File: src/rtl/rxpol_pkg.sv
package rxpol_pkg;
  function automatic int unsigned max2(input int unsigned a, input int unsigned b);
    return (a > b) ? a : b;
  endfunction

  typedef enum logic {
    RUN_NEG = 1'b0,
    RUN_POS = 1'b1
  } run_kind_e;
endpackage

File: src/rtl/rxpol_evidence_flag.sv
module rxpol_evidence_flag (
  input  logic clk,
  input  logic rst,
  input  logic lp_stb,
  input  logic lp_neg,
  input  logic link_fail,
  output logic seen_o
);
  always_ff @(posedge clk) begin
    if (rst || link_fail) seen_o <= 1'b0;
    else if (lp_stb && lp_neg) seen_o <= 1'b1;
  end


  evidence_drop_chk: assert property (@(posedge clk) disable iff (rst)
    link_fail |=> !seen_o);
endmodule

File: src/rtl/rxpol_run_cnt.sv
module rxpol_run_cnt #(
  parameter int unsigned LIMIT = 4,
  parameter int unsigned CW    = 3
) (
  input  logic clk,
  input  logic rst,
  input  logic clr,
  input  logic stb,
  input  logic match,
  output logic full_o
);
  localparam logic [CW-1:0] TOP = CW'(LIMIT);
  logic [CW-1:0] cnt;

  always_ff @(posedge clk) begin
    if (rst || clr) cnt <= '0;
    else if (stb) begin
      if (!match) cnt <= '0;
      else if (cnt != TOP) cnt <= cnt + 1'b1;
    end
  end

  assign full_o = (cnt == TOP);


  run_bound_chk: assert property (@(posedge clk) disable iff (rst)
    cnt <= TOP);

  run_break_chk: assert property (@(posedge clk) disable iff (rst)
    (stb && !match) |=> (cnt == '0));
endmodule

File: src/rtl/rxpol_decide.sv
module rxpol_decide (
  input  logic clk,
  input  logic rst,
  input  logic link_fail,
  input  logic seen,
  input  logic neg_full,
  input  logic pos_full,
  input  logic frame_busy,
  input  logic auto_fix_en,
  output logic reversed_o,
  output logic invert_o
);
  always_ff @(posedge clk) begin
    if (rst || link_fail) reversed_o <= 1'b0;
    else if (!reversed_o && seen && neg_full) reversed_o <= 1'b1;
    else if (reversed_o && pos_full) reversed_o <= 1'b0;
  end

  always_ff @(posedge clk) begin
    if (rst) invert_o <= 1'b0;
    else if (!frame_busy) invert_o <= reversed_o && auto_fix_en;
  end


  declare_cause_chk: assert property (@(posedge clk) disable iff (rst)
    $rose(reversed_o) |-> ($past(seen) && $past(neg_full)));

  fail_clear_chk: assert property (@(posedge clk) disable iff (rst)
    link_fail |=> !reversed_o);

  gap_only_chk: assert property (@(posedge clk) disable iff (rst)
    frame_busy |=> $stable(invert_o));

  manual_only_chk: assert property (@(posedge clk) disable iff (rst)
    (!frame_busy && !auto_fix_en) |=> !invert_o);
endmodule

File: src/rtl/rxpol_detect.sv
module rxpol_detect #(
  parameter int unsigned NEG_RUN = 4,
  parameter int unsigned POS_RUN = 4
) (
  input  logic clk,
  input  logic rst,
  input  logic lp_stb,
  input  logic lp_neg,
  input  logic eof_stb,
  input  logic eof_neg,
  input  logic frame_busy,
  input  logic link_fail,
  input  logic auto_fix_en,
  output logic reversed_o,
  output logic invert_o
);
  import rxpol_pkg::*;

  localparam int unsigned CW = $clog2(max2(NEG_RUN, POS_RUN) + 1);

  logic       seen;
  logic [1:0] full;

  rxpol_evidence_flag u_flag (
    .clk(clk), .rst(rst), .lp_stb(lp_stb), .lp_neg(lp_neg),
    .link_fail(link_fail), .seen_o(seen)
  );

  for (genvar k = 0; k < 2; k++) begin : g_run
    localparam int unsigned LIM = (k == int'(RUN_NEG)) ? NEG_RUN : POS_RUN;
    logic want;
    assign want = (k == int'(RUN_NEG)) ? eof_neg : !eof_neg;
    rxpol_run_cnt #(.LIMIT(LIM), .CW(CW)) u_run (
      .clk(clk), .rst(rst), .clr(link_fail), .stb(eof_stb),
      .match(want), .full_o(full[k])
    );
  end

  rxpol_decide u_dec (
    .clk(clk), .rst(rst), .link_fail(link_fail), .seen(seen),
    .neg_full(full[RUN_NEG]), .pos_full(full[RUN_POS]),
    .frame_busy(frame_busy), .auto_fix_en(auto_fix_en),
    .reversed_o(reversed_o), .invert_o(invert_o)
  );
endmodule

File: config.mk
export PLATFORM = sky130hd
export DESIGN_NAME = rxpol_detect
export DESIGN_NICKNAME = d
export VERILOG_FILES = /design/src/rtl/rxpol_pkg.sv /design/src/rtl/rxpol_evidence_flag.sv /design/src/rtl/rxpol_run_cnt.sv /design/src/rtl/rxpol_decide.sv /design/src/rtl/rxpol_detect.sv
export SDC_FILE = /design/constraint.sdc
export NUM_CORES = 1
export LEC_CHECK = 0
export BUFFER_PORTS_ARGS = -buffer_cell sky130_fd_sc_hd__buf_2
export CAP_MARGIN = 20
export CORE_MARGIN = 2
export CORE_UTILIZATION = 27
export CTS_CLUSTER_SIZE = 28
export DETAILED_ROUTE_END_ITERATION = 6
export PLACE_DENSITY = 0.55
export SYNTH_ARGS = -nofsm -noshare
export SYNTH_HDL_FRONTEND = slang
export SYNTH_SLANG_ARGS = --single-unit
File: constraint.sdc
create_clock -name clk -period 1.42 [get_ports clk]
set_clock_uncertainty 0.05 [all_clocks]
set_input_delay 0.142 -clock clk [delete_from_list [all_inputs] [get_ports clk]]
set_output_delay 0.142 -clock clk [all_outputs]
set_load 0.005 [all_outputs]
==> results of run 1 <==
==> layout make-up <==
type                    count  area, µm²
clock buffers               4       26.3
fillers                   163       1010
inverters                   5       18.8
multi-input cells          36        243
flip-flops and latches      9        180
well taps                  16       20.0
repair buffers             11       60.1
==> worst max-delay path by stage <==
stage | endpoint | slack (ns) | cells past startpoint
final | g_run[1].u_run.cnt[1] | 0.19 | 4
after global routing | g_run[1].u_run.cnt[0] | 0.10 | 5
after CTS | g_run[0].u_run.cnt[0] | 0.18 | 5
after detailed placement | g_run[0].u_run.cnt[0] | 0.19 | 5
after global placement | g_run[0].u_run.cnt[0] | 0.20 | 5
after floorplan | g_run[0].u_run.cnt[0] | 0.29 | 5
==> cell families (layout without fill, tap and decap cells) <==
kind of cell / Yosys count / in the layout / share of synthesized area (%)
buffers and inverters: 7 / 20 / 8.15
and+or+nand+nor: 17 / 17 / 20.9
DFF: 9 / 9 / 39.1
adders and majority gates: 4 / 4 / 10.9
AOI/OAI and AO/OA: 15 / 15 / 20.9
==> flip-flops by register name, summed over array words and instances (netlist names) <==
name              count
g_run.u_run.cnt       6
u_dec.invert_o        1
u_dec.reversed_o      1
u_flag.seen_o         1
==> routing by layer <==
metal,vias to the layer above,track usage (%)
met5,-,0
met4,0,7.06
met3,2,7.20
met2,9,18.3
met1,193,13.4
li1,215,-
==> synth_stat cells, types with 2 or more instances <==
master	n
nand3b_1	3
a311oi_1	2
nand4_1	2
ha_1	4
a21oi_1	6
dfxtp_1	9
a211oi_1	2
nand2_1	6
a31oi_1	3
inv_1	5
==> report_power, final <==
part           total [mW]  switching, mW  internal, mW
registers           0.259        0.00296         0.256
clock network       0.201         0.0924         0.108
logic              0.0406         0.0216        0.0190
total               0.500          0.117         0.383
==> worst reg2reg max path: cells and delay by family, from the launching register on <==
family	cells	cell delay (ns)
AO/OA/AOI/OAI	2	0.31
adder cells (fa/ha/maj)	1	0.24
buffers and inverters	1	0.06
flip-flops	1	0.38
AND/OR/NAND/NOR	1	0.11
==> stage by stage <==
step	hold WS, ns	area [µm²]	worst slack [ns]	util [%]
2_1_floorplan	0.161	460	0.293	-
3_3_place_gp	0.261	512	0.204	32.8
3_5_place_dp	0.262	512	0.194	32.8
4_1_cts	0.0570	548	0.180	35.2
5_1_grt	0.0742	548	0.103	35.2
6_report	0.0581	548	0.186	35.2
==> what timing repair did <==
action / CTS / global route
resized for setup: 0 / 0
hold buffers: 1 / 0
hold endpoints to repair: 1 / 0
setup endpoints to repair: 0 / 0
==> metrics.md, run 1 <==
| Metric | Value |
|---|---|
| Setup violators final | `0` |
| WP buf/inv | `2` |
| Commonest non-fill, non-tap cell in the layout | `buf_2` |
| HPWL after DPL | `673 µm` |
| CTS tree | `done` |
| Remaining DRCs | `0` |
| Min Clock Period, post-route | `1.23 ns` |
| Sink Count | `9` |
| RSZ-0062 raised after global routing | `false` |
| Relative slew slack | `approximately four fifths` |
| Count of different cell masters after synthesis | `20` |
| CTS H-tree depth | `1` |
| Placeable Area | `roughly 1600 µm²` |
| Layout cells sized above 1 | `20.0%` |
| CP Launch Type | `input pin` |
| Crit share post-route | `86.9%` |
| Max Freq | `810 MHz` |
| Max incr delay on CP | `between 0.5 and 0.6 ns` |
| Vias | `419` |
| Finished Layout Cells | `81` |
| Crit path launch | `rst` |
| Cell Rows | `14` |
| Metal1 wirelength | `425 µm` |
| Fin. Hold Viols | `0` |
| Critical Path Fanout Max | `8` |
| Pin count of the biggest net entering global routing | `13` |
| GRT overflow | `0` |
| EDFF count, synth | `0` |
| Sequential area share after synthesis | `39.1%` |
| Prevailing post-synth register cell | `dfxtp_1` |
| Worst-margin pin slew | `0.302 ns` |
| Post-Syn Area | `between 400 and 500 µm²` |
| Synth area leaders | `dfxtp_1 (39%), ha_1 (11%), a21oi_1 (6.5%)` |
| Crit path kind | `input pin to flop` |
| Maximum VDD drop | `416 µV` |
| Synth warnings | `0` |
| Most frequent cells in the layout | `buf_2 (10), dfxtp_1 (9), nand2_1 (6), a21oi_1 (6), inv_1 (5)` |
| IO Port Bufs | `10` |
| Wirelength, routed | `965 µm` |
| Max-cap violations | `0` |
| Initial antenna violation count | `0` |
| Max layer used | `met4` |
| Crit-path slowest cell | `dlygate4sd3_1` |
| Top cell type's share of synthesized area | `39.1%` |
| RePlAce Congestion | `roughly 0.65` |
| Met2 WL | `~470 µm` |
| Antenna Cells | `0` |
| Final ANT Viol Nets | `0` |
| CP top delay family | `buffers and inverters` |
| Hold Crit Depth | `3` |
| Hold Crit Endpoint | `u_flag.seen_o` |
| Worst hold path type | `input pin to flop` |
| FF-to-FF Start | `g_run[0].u_run.cnt[0]` |
| Total die area | `2050 µm²` |
| Crit path DAT | `1.39 ns` |
| Clk Latency, worst-skew pair | `0.26 ns` |
| CTS buffer count | `3` |
| Worst endpoint required time | `1.58 ns` |
| First-pass GRT wire length | `1700 µm` |
| Ports | `11` |
| Vias in the first global route | `407` |
| Syn nets | `65` |
| Cell Chain, Critical Path | `dlygate4sd3_1, buf_2, or2_1, o21ba_1` |
| Post-route setup TNS | `0 ns` |
| Setup repair bufs after CTS | `0` |
| Placed insts | `76` |
| GRT Total Usage | `12.3%` |
| Die height | `45.3 µm` |
| Dominant cell type by area after synthesis | `dfxtp_1` |
| Final Power | `approximately 0.50 mW` |
| Clk pin slew, worst setup/hold paths | `0.06 ns` |
| Slew Viols, Final | `0` |
| Vias per cell | `between 5 and 6` |
| Root Buffer | `clkbuf_4` |
| Post-Syn Instances | `52` |
| Initial DRC Count | `5` |
| Reg2reg path depth | `5` |
| Die W | `45.3 µm` |
| Avg WL per Cell | `11.9 µm` |
| Initial Utilization | `just under 30%` |
| Power per Cell Area | `913 nW/µm²` |
| Met3 WL | `roughly 56 µm` |
| Hold Path Origin | `lp_neg` |
| Nets | `between 70 and 80` |
| Setup slack, reg-to-reg | `0.19 ns` |
| Worst setup EP type | `flop` |
| Synthesized flop and latch total | `9` |
| CTS max path bufs | `2` |
| Status | `finished, final reports clean` |
| Initial DRT Pass Iterations | `3` |
| Avg Inst Size Synth | `8.85 µm²` |
| Static leakage | `approximately 0.22 nW` |
| P&R area growth vs syn | `19.0%` |
| Synth async-reset ratio | `0%` |
| Worst R2R End | `g_run[0].u_run.cnt[0]` |
(Power assumes the default switching activity.)
==> run 2: changes to the inputs <==
--- a/config.mk
+++ b/config.mk
@@ -12,6 +12,7 @@
 export CTS_CLUSTER_SIZE = 28
 export DETAILED_ROUTE_END_ITERATION = 6
 export PLACE_DENSITY = 0.55
+export REMOVE_ABC_BUFFERS = 1
 export SYNTH_ARGS = -nofsm -noshare
 export SYNTH_HDL_FRONTEND = slang
 export SYNTH_SLANG_ARGS = --single-unit
==> run 2 against run 1 <==
Register-to-register slack about the same. Critical path depth did not move. Worst setup slack better by 0.0032 ns. Non-clock buffer count is the same. Combinational power decreased by 2%. Worst hold slack better by 0.0058 ns. Fmax is 0.26% higher. Core utilization stayed put.
==> metrics.md, run 2 (synthesis results as in run 1) <==
| Metric | Value |
|---|---|
| Status | `finished, final reports clean` |
| Hold Path Origin | `lp_neg` |
| HPWL after DPL | `640 µm (-4.9%)` |
| Vias | `408 (-2.6%)` |
| Fin. Hold Viols | `0 (unchanged)` |
| # fillers | `154 (-5.5%)` |
| Initial DRC Count | `6 (+1)` |
| Cell Rows | `14 (unchanged)` |
| Critical Path Fanout Max | `8 (unchanged)` |
| Crit share post-route | `86.7% (-0.22 points)` |
| Worst R2R End | `g_run[0].u_run.cnt[0]` |
| CP Launch Type | `input pin` |
| Reg2reg path depth | `5 (unchanged)` |
| Initial antenna violation count | `0 (unchanged)` |
| Remaining DRCs | `0 (unchanged)` |
| Die W | `45.3 µm (unchanged)` |
| Vias in the first global route | `321 (-21%)` |
| Max Freq | `812 MHz (+0.26%)` |
| Clk Latency, worst-skew pair | `0.26 ns (about the same)` |
| Hold Crit Depth | `3 (unchanged)` |
| Clk pin slew, worst setup/hold paths | `0.06 ns (about the same)` |
| Vias per cell | `5.04 (-2.6%)` |
| Worst setup EP type | `flop` |
| RePlAce Congestion | `0.711 (+8.7%)` |
| Max-cap violations | `0 (unchanged)` |
| Max layer used | `met4` |
| Antenna Cells | `0 (unchanged)` |
| Post-route cell area | `548 µm² (unchanged)` |
| Most frequent cells in the layout | `buf_2 (10), dfxtp_1 (9), nand2_1 (6), a21oi_1 (6), inv_1 (5)` |
| Initial Utilization | `29.5% (unchanged)` |
| Worst-margin pin slew | `0.294 ns (-0.00780 ns)` |
| Final ANT Viol Nets | `0 (unchanged)` |
| Worst hold path type | `input pin to flop` |
| Worst endpoint required time | `1.54 ns (-0.04 ns)` |
| Commonest non-fill, non-tap cell in the layout | `buf_2` |
| CP top delay family | `buffers and inverters` |
| CTS tree | `done` |
| Static leakage | `0.222 nW (unchanged)` |
| Met3 WL | `62 µm (+11%)` |
| Wirelength, routed | `905 µm (-6.2%)` |
| Met2 WL | `401 µm (-15%)` |
| Post-route setup TNS | `0 ns (unchanged)` |
| Placeable Area | `1560 µm² (unchanged)` |
| Top reg by flops | `g_run.u_run.cnt` |
| FF-to-FF Start | `g_run[0].u_run.cnt[0]` |
| First-pass GRT wire length | `1430 µm (-16%)` |
| Avg WL per Cell | `11.2 µm (-6.2%)` |
| Nets | `79 (unchanged)` |
| Crit path DAT | `1.35 ns (-0.04 ns)` |
| Crit-path slowest cell | `dlygate4sd3_1` |
| Initial DRT Pass Iterations | `4 (+1)` |
| Relative slew slack | `80.4% (+0.52 points)` |
| Max reg flops | `6 (unchanged)` |
| Setup violators final | `0 (unchanged)` |
| Die height | `45.3 µm (unchanged)` |
| Final Power | `0.497 mW (-0.68%)` |
| Slew Viols, Final | `0 (unchanged)` |
| Hold Crit Endpoint | `u_flag.seen_o` |
| Crit path kind | `input pin to flop` |
| Ports | `11 (unchanged)` |
| Metal1 wirelength | `430 µm (+1.2%)` |
| GRT Total Usage | `10.4% (-1.8 points)` |
| Maximum VDD drop | `428 µV (+2.8%)` |
| Setup slack, reg-to-reg | `0.20 ns (about the same)` |
| Layout cells sized above 1 | `20.0% (unchanged)` |
| IO Port Bufs | `10 (unchanged)` |
| P&R area growth vs syn | `19.0% (unchanged)` |
| GRT overflow | `0 (unchanged)` |
| CTS max path bufs | `2 (unchanged)` |
| Min Clock Period, post-route | `1.23 ns (-0.00316 ns)` |
| Total die area | `2050 µm² (unchanged)` |
| Root Buffer | `clkbuf_4` |
| Cell Chain, Critical Path | `dlygate4sd3_1, buf_2, or2_1, a311oi_1` |
| WP buf/inv | `2 (unchanged)` |
| Power per Cell Area | `907 nW/µm² (-0.68%)` |
| CTS buffer count | `3 (unchanged)` |
| Dpl cell area | `512 µm² (unchanged)` |
| Pin count of the biggest net entering global routing | `13 (unchanged)` |
| Sink Count | `9 (unchanged)` |
| RSZ-0062 raised after global routing | `false` |
| Max incr delay on CP | `0.53 ns (about the same)` |
| Post_cts resized | `0 (unchanged)` |
| CTS H-tree depth | `1 (unchanged)` |
==> run 2: cell counts in the layout (fill, tap and decap cells not counted) <==
No cell type changed its count.
==> run 2: how the worst max path moves through the flow <==
stage	from	to	slack, ns	depth (start not counted)
2_1_floorplan	g_run[0].u_run.cnt[0]	g_run[0].u_run.cnt[0]	0.29	5
3_3_place_gp	g_run[0].u_run.cnt[0]	g_run[0].u_run.cnt[0]	0.21	5
3_5_place_dp	g_run[0].u_run.cnt[0]	g_run[0].u_run.cnt[0]	0.20	5
4_1_cts	g_run[0].u_run.cnt[0]	g_run[0].u_run.cnt[0]	0.19	5
5_1_grt	g_run[0].u_run.cnt[1]	g_run[0].u_run.cnt[0]	0.11	5
6_report	rst	g_run[1].u_run.cnt[0]	0.19	4
==> run 2: metrics by stage <==
| stage | hold slack [ns] | setup WS (ns) | instances | util, % |
|---|---|---|---|---|
| floorplan | 0.161 | 0.293 | 50 | - |
| global placement | 0.262 | 0.207 | 76 | 32.8 |
| detailed placement | 0.264 | 0.200 | 76 | 32.8 |
| CTS | 0.0517 | 0.187 | 81 | 35.2 |
| global route | 0.0703 | 0.111 | 81 | 35.2 |
| finish | 0.0639 | 0.189 | 81 | 35.2 |
==> run 2: metal layers <==
layer	track usage (%)	vias to the layer above
met2	12.9	10
met4	7.06	0
li1	-	216
met1	13.3	180
met5	0	-
met3	6.00	2
==> run 2: layout make-up <==
cell class              count  area [µm²]  area share [%]
clock buffers               4        26.3            4.79
inverters                   5        18.8            3.42
repair buffers             11        60.1            11.0
well taps                  16        20.0            3.65
multi-input cells          36         243            44.3
flip-flops and latches      9         180            32.9
==> run 2: timing repair <==
| item | in CTS | in global routing |
|---|---|---|
| endpoints found under the setup margin | 0 | 0 |
| setup buffers | 0 | 0 |
| hold buffers | 1 | 0 |
| hold endpoints to repair | 1 | 0 |
==> run 2: report_power, final <==
part | switching (mW) | internal, mW
Clock | 0.0903 | 0.108
Sequential | 0.00278 | 0.256
Combinational | 0.0207 | 0.0189
Total | 0.114 | 0.383
==> run 2: worst min-delay path: stages <==
cell and delay (ns):
buf_2 0.07, a21oi_1 0.05, nor2_1 0.07
